### src/rtl/ips_pkg.sv
package ips_pkg;
  localparam int unsigned IPS_NUM_IRQ   = 32;
  localparam int unsigned IPS_PRIO_W    = 8;
  localparam int unsigned IPS_IMPL_BITS = 5;

  // Bits strictly above the group point, limited to the field width.
  function automatic logic [31:0] upper_mask(input int unsigned width,
                                             input int unsigned g);
    logic [31:0] m;
    m = '0;
    for (int b = 0; b < 32; b++) begin
      if ((b < width) && (b > g)) m[b] = 1'b1;
    end
    return m;
  endfunction
endpackage

### src/rtl/ips_eligibility.sv
module ips_eligibility
  import ips_pkg::*;
#(
  parameter int unsigned N_IRQ     = IPS_NUM_IRQ,
  parameter int unsigned PRIO_W    = IPS_PRIO_W,
  parameter int unsigned IMPL_BITS = IPS_IMPL_BITS
) (
  input  logic [N_IRQ-1:0]             pending,
  input  logic [N_IRQ-1:0][PRIO_W-1:0] prio,
  input  logic                         global_dis,
  input  logic [PRIO_W-1:0]            thresh,
  output logic [N_IRQ-1:0]             elig,
  output logic [N_IRQ-1:0][PRIO_W-1:0] prio_m
);
  localparam logic [PRIO_W-1:0] LOW_ONES  = PRIO_W'((1 << (PRIO_W - IMPL_BITS)) - 1);
  localparam logic [PRIO_W-1:0] IMPL_MASK = ~LOW_ONES;

  logic [PRIO_W-1:0] th_m;
  logic              th_on;

  assign th_m  = thresh & IMPL_MASK;
  assign th_on = (th_m != '0);

  for (genvar i = 0; i < N_IRQ; i++) begin : g_src
    assign prio_m[i] = prio[i] & IMPL_MASK;
    assign elig[i]   = pending[i] & ~global_dis & (~th_on | (prio_m[i] < th_m));
  end
endmodule

### src/rtl/ips_min_tree.sv
module ips_min_tree
  import ips_pkg::*;
#(
  parameter int unsigned N_IRQ  = IPS_NUM_IRQ,
  parameter int unsigned PRIO_W = IPS_PRIO_W,
  parameter int unsigned IDW    = $clog2(N_IRQ)
) (
  input  logic [N_IRQ-1:0]             cand_v,
  input  logic [N_IRQ-1:0][PRIO_W-1:0] cand_p,
  output logic                         win_v,
  output logic [IDW-1:0]               win_id,
  output logic [PRIO_W-1:0]            win_p
);
  localparam int unsigned LVLS = $clog2(N_IRQ);
  localparam int unsigned PAD  = 1 << LVLS;

  // Heap layout: node k has children 2k and 2k+1; leaves PAD..2*PAD-1.
  logic              nv  [1:2*PAD-1];
  logic [PRIO_W-1:0] np  [1:2*PAD-1];
  logic [IDW-1:0]    nid [1:2*PAD-1];

  for (genvar j = 0; j < PAD; j++) begin : g_leaf
    if (j < N_IRQ) begin : g_real
      assign nv[PAD+j]  = cand_v[j];
      assign np[PAD+j]  = cand_p[j];
      assign nid[PAD+j] = IDW'(j);
    end else begin : g_pad
      assign nv[PAD+j]  = 1'b0;
      assign np[PAD+j]  = '0;
      assign nid[PAD+j] = '0;
    end
  end

  // Left child holds lower numbers, so it keeps ties.
  for (genvar k = 1; k < PAD; k++) begin : g_node
    logic take_r;
    assign take_r = nv[2*k+1] & (~nv[2*k] | (np[2*k+1] < np[2*k]));
    assign nv[k]  = nv[2*k] | nv[2*k+1];
    assign np[k]  = take_r ? np[2*k+1]  : np[2*k];
    assign nid[k] = take_r ? nid[2*k+1] : nid[2*k];
  end

  assign win_v  = nv[1];
  assign win_id = nid[1];
  assign win_p  = np[1];
endmodule

### src/rtl/ips_preempt_gate.sv
module ips_preempt_gate
  import ips_pkg::*;
#(
  parameter int unsigned PRIO_W    = IPS_PRIO_W,
  parameter int unsigned IMPL_BITS = IPS_IMPL_BITS,
  parameter int unsigned GRP_W     = $clog2(PRIO_W)
) (
  input  logic              win_v,
  input  logic [PRIO_W-1:0] win_p,
  input  logic [GRP_W-1:0]  group_sel,
  input  logic              active_valid,
  input  logic [PRIO_W-1:0] active_prio,
  output logic              grant
);
  localparam logic [PRIO_W-1:0] LOW_ONES  = PRIO_W'((1 << (PRIO_W - IMPL_BITS)) - 1);
  localparam logic [PRIO_W-1:0] IMPL_MASK = ~LOW_ONES;

  logic [PRIO_W-1:0] pre_mask;
  logic [PRIO_W-1:0] win_pre;
  logic [PRIO_W-1:0] act_pre;

  assign pre_mask = PRIO_W'(upper_mask(PRIO_W, 32'(group_sel))) & IMPL_MASK;
  assign win_pre  = win_p & pre_mask;
  assign act_pre  = active_prio & pre_mask;
  assign grant    = win_v & (~active_valid | (win_pre < act_pre));
endmodule

### src/rtl/irq_prio_select.sv
module irq_prio_select
  import ips_pkg::*;
#(
  parameter int unsigned N_IRQ     = IPS_NUM_IRQ,
  parameter int unsigned PRIO_W    = IPS_PRIO_W,
  parameter int unsigned IMPL_BITS = IPS_IMPL_BITS,
  localparam int unsigned IDW      = $clog2(N_IRQ),
  localparam int unsigned GRP_W    = $clog2(PRIO_W)
) (
  input  logic                         clk,
  input  logic                         rst_n,
  input  logic [N_IRQ-1:0]             irq_pending,
  input  logic [N_IRQ-1:0][PRIO_W-1:0] irq_prio,
  input  logic [GRP_W-1:0]             group_sel,
  input  logic                         active_valid,
  input  logic [PRIO_W-1:0]            active_prio,
  input  logic                         global_dis,
  input  logic [PRIO_W-1:0]            prio_thresh,
  output logic                         req_valid,
  output logic [IDW-1:0]               req_id,
  output logic [PRIO_W-1:0]            req_prio
);
  localparam logic [PRIO_W-1:0] LOW_ONES  = PRIO_W'((1 << (PRIO_W - IMPL_BITS)) - 1);
  localparam logic [PRIO_W-1:0] IMPL_MASK = ~LOW_ONES;

  logic [N_IRQ-1:0]             elig;
  logic [N_IRQ-1:0][PRIO_W-1:0] prio_m;
  logic                         win_v;
  logic [IDW-1:0]               win_id;
  logic [PRIO_W-1:0]            win_p;
  logic                         grant;

  ips_eligibility #(.N_IRQ(N_IRQ), .PRIO_W(PRIO_W), .IMPL_BITS(IMPL_BITS)) u_elig (
    .pending(irq_pending), .prio(irq_prio), .global_dis(global_dis),
    .thresh(prio_thresh), .elig(elig), .prio_m(prio_m)
  );

  ips_min_tree #(.N_IRQ(N_IRQ), .PRIO_W(PRIO_W), .IDW(IDW)) u_tree (
    .cand_v(elig), .cand_p(prio_m), .win_v(win_v), .win_id(win_id), .win_p(win_p)
  );

  ips_preempt_gate #(.PRIO_W(PRIO_W), .IMPL_BITS(IMPL_BITS), .GRP_W(GRP_W)) u_gate (
    .win_v(win_v), .win_p(win_p), .group_sel(group_sel),
    .active_valid(active_valid), .active_prio(active_prio), .grant(grant)
  );

  always_ff @(posedge clk or negedge rst_n) begin
    if (!rst_n) begin
      req_valid <= 1'b0;
      req_id    <= '0;
      req_prio  <= '0;
    end else begin
      req_valid <= grant;
      req_id    <= grant ? win_id : '0;
      req_prio  <= grant ? win_p  : '0;
    end
  end

  // Preempt mask recomputed here from the group control, for checking only.
  logic [PRIO_W-1:0] chk_pm;
  assign chk_pm = PRIO_W'(upper_mask(PRIO_W, 32'(group_sel))) & IMPL_MASK;

  assert_gdis_R7: assert property (@(posedge clk) disable iff (!rst_n)
    global_dis |=> !req_valid);

  assert_thresh_R8: assert property (@(posedge clk) disable iff (!rst_n)
    ((prio_thresh & IMPL_MASK) != '0) |=>
      (!req_valid || (req_prio < ($past(prio_thresh) & IMPL_MASK))));

  assert_preempt_R4: assert property (@(posedge clk) disable iff (!rst_n)
    active_valid |=>
      (!req_valid || ((req_prio & $past(chk_pm)) <
                      ($past(active_prio) & $past(chk_pm)))));

  assert_pending_R1: assert property (@(posedge clk) disable iff (!rst_n)
    req_valid |-> ((($past(irq_pending) >> req_id) & N_IRQ'(1)) != '0));

  assert_lowbits_R2: assert property (@(posedge clk) disable iff (!rst_n)
    (req_prio & LOW_ONES) == '0);

  assert_idle_R9: assert property (@(posedge clk) disable iff (!rst_n)
    !req_valid |-> (req_id == '0 && req_prio == '0));
endmodule

### config.mk
export PLATFORM = sky130hd
export DESIGN_NAME = irq_prio_select
export DESIGN_NICKNAME = d
export VERILOG_FILES = /design/src/rtl/ips_pkg.sv /design/src/rtl/ips_eligibility.sv /design/src/rtl/ips_min_tree.sv /design/src/rtl/ips_preempt_gate.sv /design/src/rtl/irq_prio_select.sv
export SDC_FILE = /design/constraint.sdc
export NUM_CORES = 1
export LEC_CHECK = 0
export BUFFER_PORTS_ARGS = -buffer_cell sky130_fd_sc_hd__buf_4
export CAP_MARGIN = 25
export CORE_MARGIN = 1.5
export CORE_UTILIZATION = 54
export DETAILED_ROUTE_END_ITERATION = 7
export PLACE_DENSITY = 0.84
export SYNTH_ARGS = -nofsm -noshare
export SYNTH_HDL_FRONTEND = slang
export SYNTH_SLANG_ARGS = --single-unit
### constraint.sdc
create_clock -name clk -period 0.8 [get_ports clk]
set_input_delay 0.12 -clock clk [delete_from_list [all_inputs] [get_ports clk]]
set_output_delay 0.12 -clock clk [all_outputs]
set_load 0.01 [all_outputs]
==> metrics, run 1 <==
gpl congestion 1.05; Num CTS Buffers 3; gr ovfl total 806; Die X 139 um; Mapped Area 0.0100 mm2; post-synthesis sequential area ratio 2.75%; site row count 49; syn avg cell area 7.67 um2; Unique masters post-synth 87; Gate Count Post-Synth 1304; vias in the first global route 21800; #FFs+latches synth 11; CTS sink cnt 11; EDFF count, synth 0; Most used DFF post-synth dfrtp_1; clock buffer depth 2; status did not finish; Synth warnings 0; DP HPWL 38200 um; largest net degree at the start of global routing 20; GRT Util Overall 93.6%; root buf cell clkbuf_16; Die Y 139 um; I/O Pins 325; Post-synth ARST share 100%; I/O Buffers 219; first-pass GRT wire length 144000 um; Starting Density 55.3%; Tool Error [ERROR GRT-0116] Global routing finished with congestion. Check the congestion regions in the DRC Viewer.; H-tree Lvls 1; Stopped at global routing
-- metal layers --
| layer | GRT overflow | global-route usage, % |
|---|---|---|
| met5 | 0 | 45.9 |
| met4 | 252 | 105 |
| met3 | 12 | 77.8 |
| met2 | 533 | 112 |
| met1 | 9 | 88.3 |
-- metrics by stage --
stage          instance area [um2]  hold WS, ps  utilization (%)  instances  worst slack (ps)
4_1_cts                      17400          303             95.9       2300             -8660
3_5_place_dp                 15700        -40.1             86.8       2207             -9490
3_3_place_gp                 15700        -45.3             86.8       2207             -8700
2_1_floorplan                10300         -176                -       1306             -8800
-- synth_stat cells, types with 8 or more instances --
cell type  count  area (um2)
nand3_1       20         100
and2_1         9        56.3
a31oi_1       14        87.6
dfrtp_1       11         275
mux2_2        15         169
o21a_1        25         188
a211oi_1      23         173
o311ai_1       8        70.1
nand4_1       17         106
ha_1         256        3200
nor2_1        70         263
o21bai_1       9        67.6
o211ai_1      10        75.1
nor3b_1       18         135
inv_1        132         495
a21o_1        47         353
a21oi_1      109         546
clkbuf_1       9        33.8
nand2b_1      48         300
nand2_1       76         285
buf_2          8        40.0
mux2i_1       78         781
nor2b_1       27         169
o21ai_0      113         566
-- what timing repair did --
| action | CTS |
|---|---|
| pin swaps | 82 |
| gates resized for setup | 187 |
| setup endpoints to repair | 22 |
| hold endpoints to repair | 11 |
| hold buffers | 1 |
| buffers inserted | 84 |
| cloned | 4 |
-- kinds of logic after synthesis --
kind of cell	count (synthesis)	share of synthesized area, %
AOI/OAI and AO/OA	469	32.6
adders and majority gates	256	32.0
buffers and inverters	159	6.41
DFF	11	2.75
muxes	94	9.65
other	1	0.0375
and+or+nand+nor	314	16.5
==> run 2, diff against run 1 <==
--- a/config.mk
+++ b/config.mk
@@ -8,9 +8,9 @@
 export BUFFER_PORTS_ARGS = -buffer_cell sky130_fd_sc_hd__buf_4
 export CAP_MARGIN = 25
 export CORE_MARGIN = 1.5
-export CORE_UTILIZATION = 54
+export CORE_UTILIZATION = 40
 export DETAILED_ROUTE_END_ITERATION = 7
-export PLACE_DENSITY = 0.84
+export PLACE_DENSITY_LB_ADDON = 0.15
 export SYNTH_ARGS = -nofsm -noshare
 export SYNTH_HDL_FRONTEND = slang
 export SYNTH_SLANG_ARGS = --single-unit
==> metrics, run 2 <==
Worst Path Required 940 ps; Final Critical Period 9260 ps; status complete, but fails checks; #FFs+latches synth 11; slowest cell on the critical path a311oi_2; endpoint class of the critical path register; post-synthesis sequential area ratio 2.75%; largest area contributor in the netlist ha_1; DR pass1 iterations 5; Mapped Area 0.0100 mm2; HP Class primary input to asynchronous set/reset pin; Max Cap Violations 0; gr ovfl total 0; Starting Density 41.0%; antenna violations before repair 0; site row count 57; synth-to-layout area growth 73.9%; Reg clk slew, reported paths 40 ps; CP Launch Type primary input; Setup TNS -93060 ps; GRT Util Overall 29.2%; DP HPWL 32900 um; final setup vio count 22; # diodes 0; drt drc 0; failing checks setup timing; largest net degree at the start of global routing 20; PD cells 1570 mW/mm2; Worst Path Max Fanout 6; die area 0.0260 mm2; leading cell type in the layout, fill and taps excluded buf_4; Synth warnings 0; CTS sink cnt 11; Final #Nets 2658; Leak 0.00917 uW; Peak supply drop 2.27 mV; Post-synth ARST share 100%; Pins Over Slew Limit 0; first-pass GRT wire length 62400 um; I/O Buffers 219; Die X 161 um; synth cell count leaders ha_1, inv_1, o21ai_0; area share of the largest cell type after synthesis 32.0%; CP startpoint prio_thresh[7]; RSZ-0062 raised after global routing true; H-tree Lvls 1; FMAX 108 MHz; crit-path max cell delay 350 ps; Arr. time, crit path 9400 ps; fin area 0.0174 mm2; Post-Route Utilization 71.3%; share of cells above drive strength 1 46.9%; placed cell areas 0.0162 mm2; final setup margin -8460 ps; most frequent cells in the layout buf_4, ha_1, inv_1; Total Wirelength 39300 um; Gate Count Post-Synth 1304; Die Y 161 um; Slew HR 46.9%; Unique masters post-synth 87; Core Footprint 0.0244 mm2; Slew @ Worst Pin 789 ps; CP most frequent cell a21o_1; Hold Vio Cnt, Final 0; WS Path Type primary input to register; DR vias 12900; post-DR wirelength/cell 16.3 um; EDFF count, synth 0; Final ANT Viol Nets 0; Most used DFF post-synth dfrtp_1; Iter 0 DRT Violations 678; ranking of synthesized cells by area ha_1, mux2i_1, o21ai_0, a21oi_1, inv_1; vias in the first global route 13100; most common cell in the synthesized netlist ha_1; Final Cycle Share 1160%; CTS tree built; syn avg cell area 7.67 um2; DR vias/cell 5.35; clock buffer depth 2; Num CTS Buffers 3; gpl congestion 0.951; root buf cell clkbuf_16; I/O Pins 325; top flop regs req_id (5), req_prio (5), req_valid (1)
[run 2: critical path: cells and delay by family]
family          cells  cell delay, ps
compound gates     32            5550
simple gates        5             430
buf+inv             6             870
fa+ha+maj           6            1590
mux                 3             820
[run 2: where the power goes]
group / switching [uW] / internal (uW) / total [uW]
Sequential: 211 / 928 / 1140
Clock: 241 / 669 / 910
Combinational: 11700 / 13600 / 25300
[run 2: worst max path at each step]
stage                            to  slack [ps]
after floorplan           req_id[2]       -8800
after global placement    req_id[0]       -8750
after detailed placement  req_id[0]       -9000
after CTS                 req_id[0]       -8270
after global routing      req_id[0]       -8990
final                     req_id[0]       -8460
[run 2: cell families (layout without fill, tap and decap cells)]
| group | Yosys count | after routing | synth area share [%] |
|---|---|---|---|
| AO/OA/AOI/OAI | 469 | 470 | 32.6 |
| adder cells (fa/ha/maj) | 256 | 256 | 32.0 |
| buffers and inverters | 159 | 942 | 6.41 |
| flip-flops | 11 | 11 | 2.75 |
| multiplexers | 94 | 94 | 9.65 |
| other | 1 | 3 | 0.0375 |
| AND/OR/NAND/NOR | 314 | 314 | 16.5 |
[run 2: area by class of cell]
class,instances,area (um2)
clock buffers,4,78.8
fillers,1963,7010
inverters,135,520
multi-input cells,1137,9820
flip-flops and latches,11,275
well taps,324,405
repair buffers,803,6280
[run 2: stage by stage]
stage	total power (uW)	hold slack (ps)	cells	setup slack [ps]
after floorplan	12600	-176	1306	-8800
after global placement	22200	-44.6	2345	-8750
after detailed placement	22600	-43.6	2345	-9000
after CTS	25600	298	2396	-8270
after global routing	29400	288	2414	-8990
final	27300	261	2414	-8460
[run 2: repair_timing]
item / 4_1_cts / 5_1_grt
hold buffers: 1 / 0
gates resized for setup: 84 / 46
pin swaps: 28 / 20
endpoints found under the hold margin: 11 / 0
buffers inserted: 44 / 18
gates cloned: 2 / 0
endpoints found under the setup margin: 22 / 22
[run 2: metal layers]
metal  GRT usage [%]  up-vias  routed length (um)
met3            1.59       94                1490
met2            52.6      380               19100
met1            36.7     5936               17200
met5               0        -                   0
met4            10.8        0                1490
li1                -     6507                   -
Power figures use the tool's default switching activity.
==> run 3, diff against run 2 <==
--- a/config.mk
+++ b/config.mk
@@ -13,4 +13,5 @@
 export PLACE_DENSITY_LB_ADDON = 0.15
 export SYNTH_ARGS = -nofsm -noshare
 export SYNTH_HDL_FRONTEND = slang
+export SYNTH_HIERARCHICAL = 1
 export SYNTH_SLANG_ARGS = --single-unit
==> constraint.sdc (replaced) <==
create_clock -name clk -period 7.5 [get_ports clk]
set_input_delay 1.125 -clock clk [delete_from_list [all_inputs] [get_ports clk]]
set_output_delay 1.125 -clock clk [all_outputs]
set_load 0.01 [all_outputs]
==> metrics, run 3 <==
first-pass GRT wire length 78700 um; most common cell in the synthesized netlist ha_1; crit-path max cell delay 340 ps; leading cell type in the layout, fill and taps excluded buf_4; Peak supply drop 0.177 mV; I/O Buffers 222; Crit path max-delay family compound AO/OA/AOI/OAI gates; Reg clk slew, reported paths 40 ps; Mapped Area 0.0153 mm2; CTS sink cnt 14; root buf cell clkbuf_16; area share of the largest cell type after synthesis 26.9%; post-synthesis sequential area ratio 2.28%; CTS tree built; syn avg cell area 7.40 um2; endpoint class of the critical path register; clock buffer depth 2; Slew HR 38.8%; Most used DFF post-synth dfrtp_1; largest net degree at the start of global routing 15; largest reg by FF count req_prio; Die Y 199 um; drt drc 0; Die X 199 um; Hold Buf Count CTS 0; share of cells above drive strength 1 39.1%; Unique masters post-synth 96; Synth warnings 6; DP HPWL 43300 um; Slew @ Worst Pin 895 ps; CP Launch Type primary input; Post-Route Utilization 57.3%; PD cells 175 mW/mm2; HP Class primary input to asynchronous set/reset pin; Pins Over Slew Limit 0; RSZ-0062 raised after global routing true; final setup margin -3570 ps; status complete, but fails checks; vias in the first global route 16300; antenna violations before repair 3; Max Cap Violations 0; WS Path Type primary input to register; DR pass1 iterations 7; Gate Count Post-Synth 2071; Core Footprint 0.0377 mm2; Worst Path Required 7680 ps; Total Power 3770 uW; Hold Vio Cnt, Final 0; GRT Util Overall 24.4%; Num CTS Buffers 3; Starting Density 40.7%; EDFF count, synth 0; DR vias 16300; Placed Instances 3150; Final Cycle Share 148%; #FFs+latches synth 14; failing checks setup timing; Post-synth ARST share 100%; top flop regs req_prio (8), req_id (5), req_valid (1); Worst Path Max Fanout 11; most frequent cells in the layout buf_4, ha_1, inv_1; Final #Nets 3330; synth cell count leaders ha_1, buf_4, inv_1; Arr. time, crit path 11250 ps; gpl congestion 0.973; FMAX 90.4 MHz; DR vias/cell 5.09; Final Critical Period 11070 ps; ranking of synthesized cells by area ha_1, buf_4, mux2i_1, inv_1, a21oi_1; CP most frequent cell a21o_1; die area 0.0395 mm2; slowest cell on the critical path mux2_4; Iter 0 DRT Violations 615; Final ANT Viol Nets 0; I/O Pins 325; gr ovfl total 0; final setup vio count 14; largest area contributor in the netlist ha_1; Final Non-Filler Cells 3202; Setup WS pre-CTS -4260 ps; post-DR wirelength/cell 15.4 um; Leak 0.0110 uW; synth-to-layout area growth 40.7%; site row count 71; Crit path buffers/inverters 9; Total Wirelength 49400 um; Largest register FFs 8; H-tree Lvls 1
## run 3: cell types whose count changed after synthesis, sizes merged, moves of 23 or more
cell,before,now
buf,15,271
ha,256,330
inv,133,201
nor2,70,121
nand2,76,124
a21oi,111,147
mux2,16,48
o21ai,120,148
a211oi,25,48
## run 3: layout make-up
cell class | count | area, um2
antenna | 3 | 7.51
timing repair buffer | 813 | 6310
multi-input combinational | 1656 | 13400
fill | 3646 | 16100
tap | 511 | 639
inverter | 201 | 769
clock buffer | 4 | 88.8
sequential | 14 | 350
## run 3: layer usage
| metal | track usage [%] | share of wire [%] | vias up |
|---|---|---|---|
| li1 | - | - | 8422 |
| met1 | 32.7 | 48 | 7502 |
| met2 | 42.7 | 47 | 316 |
| met3 | 1.80 | 3.9 | 45 |
| met4 | 4.49 | 1.5 | 0 |
| met5 | 0 | 0 | - |
## run 3: final timing paths
check,start,end,slack [ps],cells past startpoint
max,prio_thresh[7],req_id[4],-3570,62
min,rst_n,req_valid,720,1
max in group asynchronous,rst_n,req_prio[5],6620,1
min in group clk,active_valid,req_valid,1480,5
## run 3: metrics by stage
stage	hold WS (ps)	instance area, um2	TNS (ps)
after global routing	732	21600	-58650
after detailed placement	979	20600	-59420
after CTS	723	21200	-48690
after global placement	976	20600	-54700
final	722	21600	-49790
after floorplan	829	16200	-56710
## run 3: cell families after synthesis
logic type	count (synthesis)	share of synthesized area, %
flip-flops	14	2.28
XOR/XNOR	1	0.0571
AND/OR/NAND/NOR	514	17.2
other	1	0.0245
multiplexers	144	9.87
AO/OA/AOI/OAI	564	24.4
buffers and inverters	496	18.7
adder cells (fa/ha/maj)	337	27.4
## run 3: timing repair
item / CTS / global route
pin swaps: 34 / 31
gates resized for setup: 67 / 52
endpoints found under the setup margin: 14 / 14
buffers inserted: 33 / 12
## run 3: power by group
group / internal, uW / switching [uW] / leakage (uW)
Combinational: 1900 / 1630 / 0.0108
Sequential: 125 / 12.0 / 0.000169
Clock: 80.4 / 27.6 / 0.0000442
Total: 2100 / 1670 / 0.0110
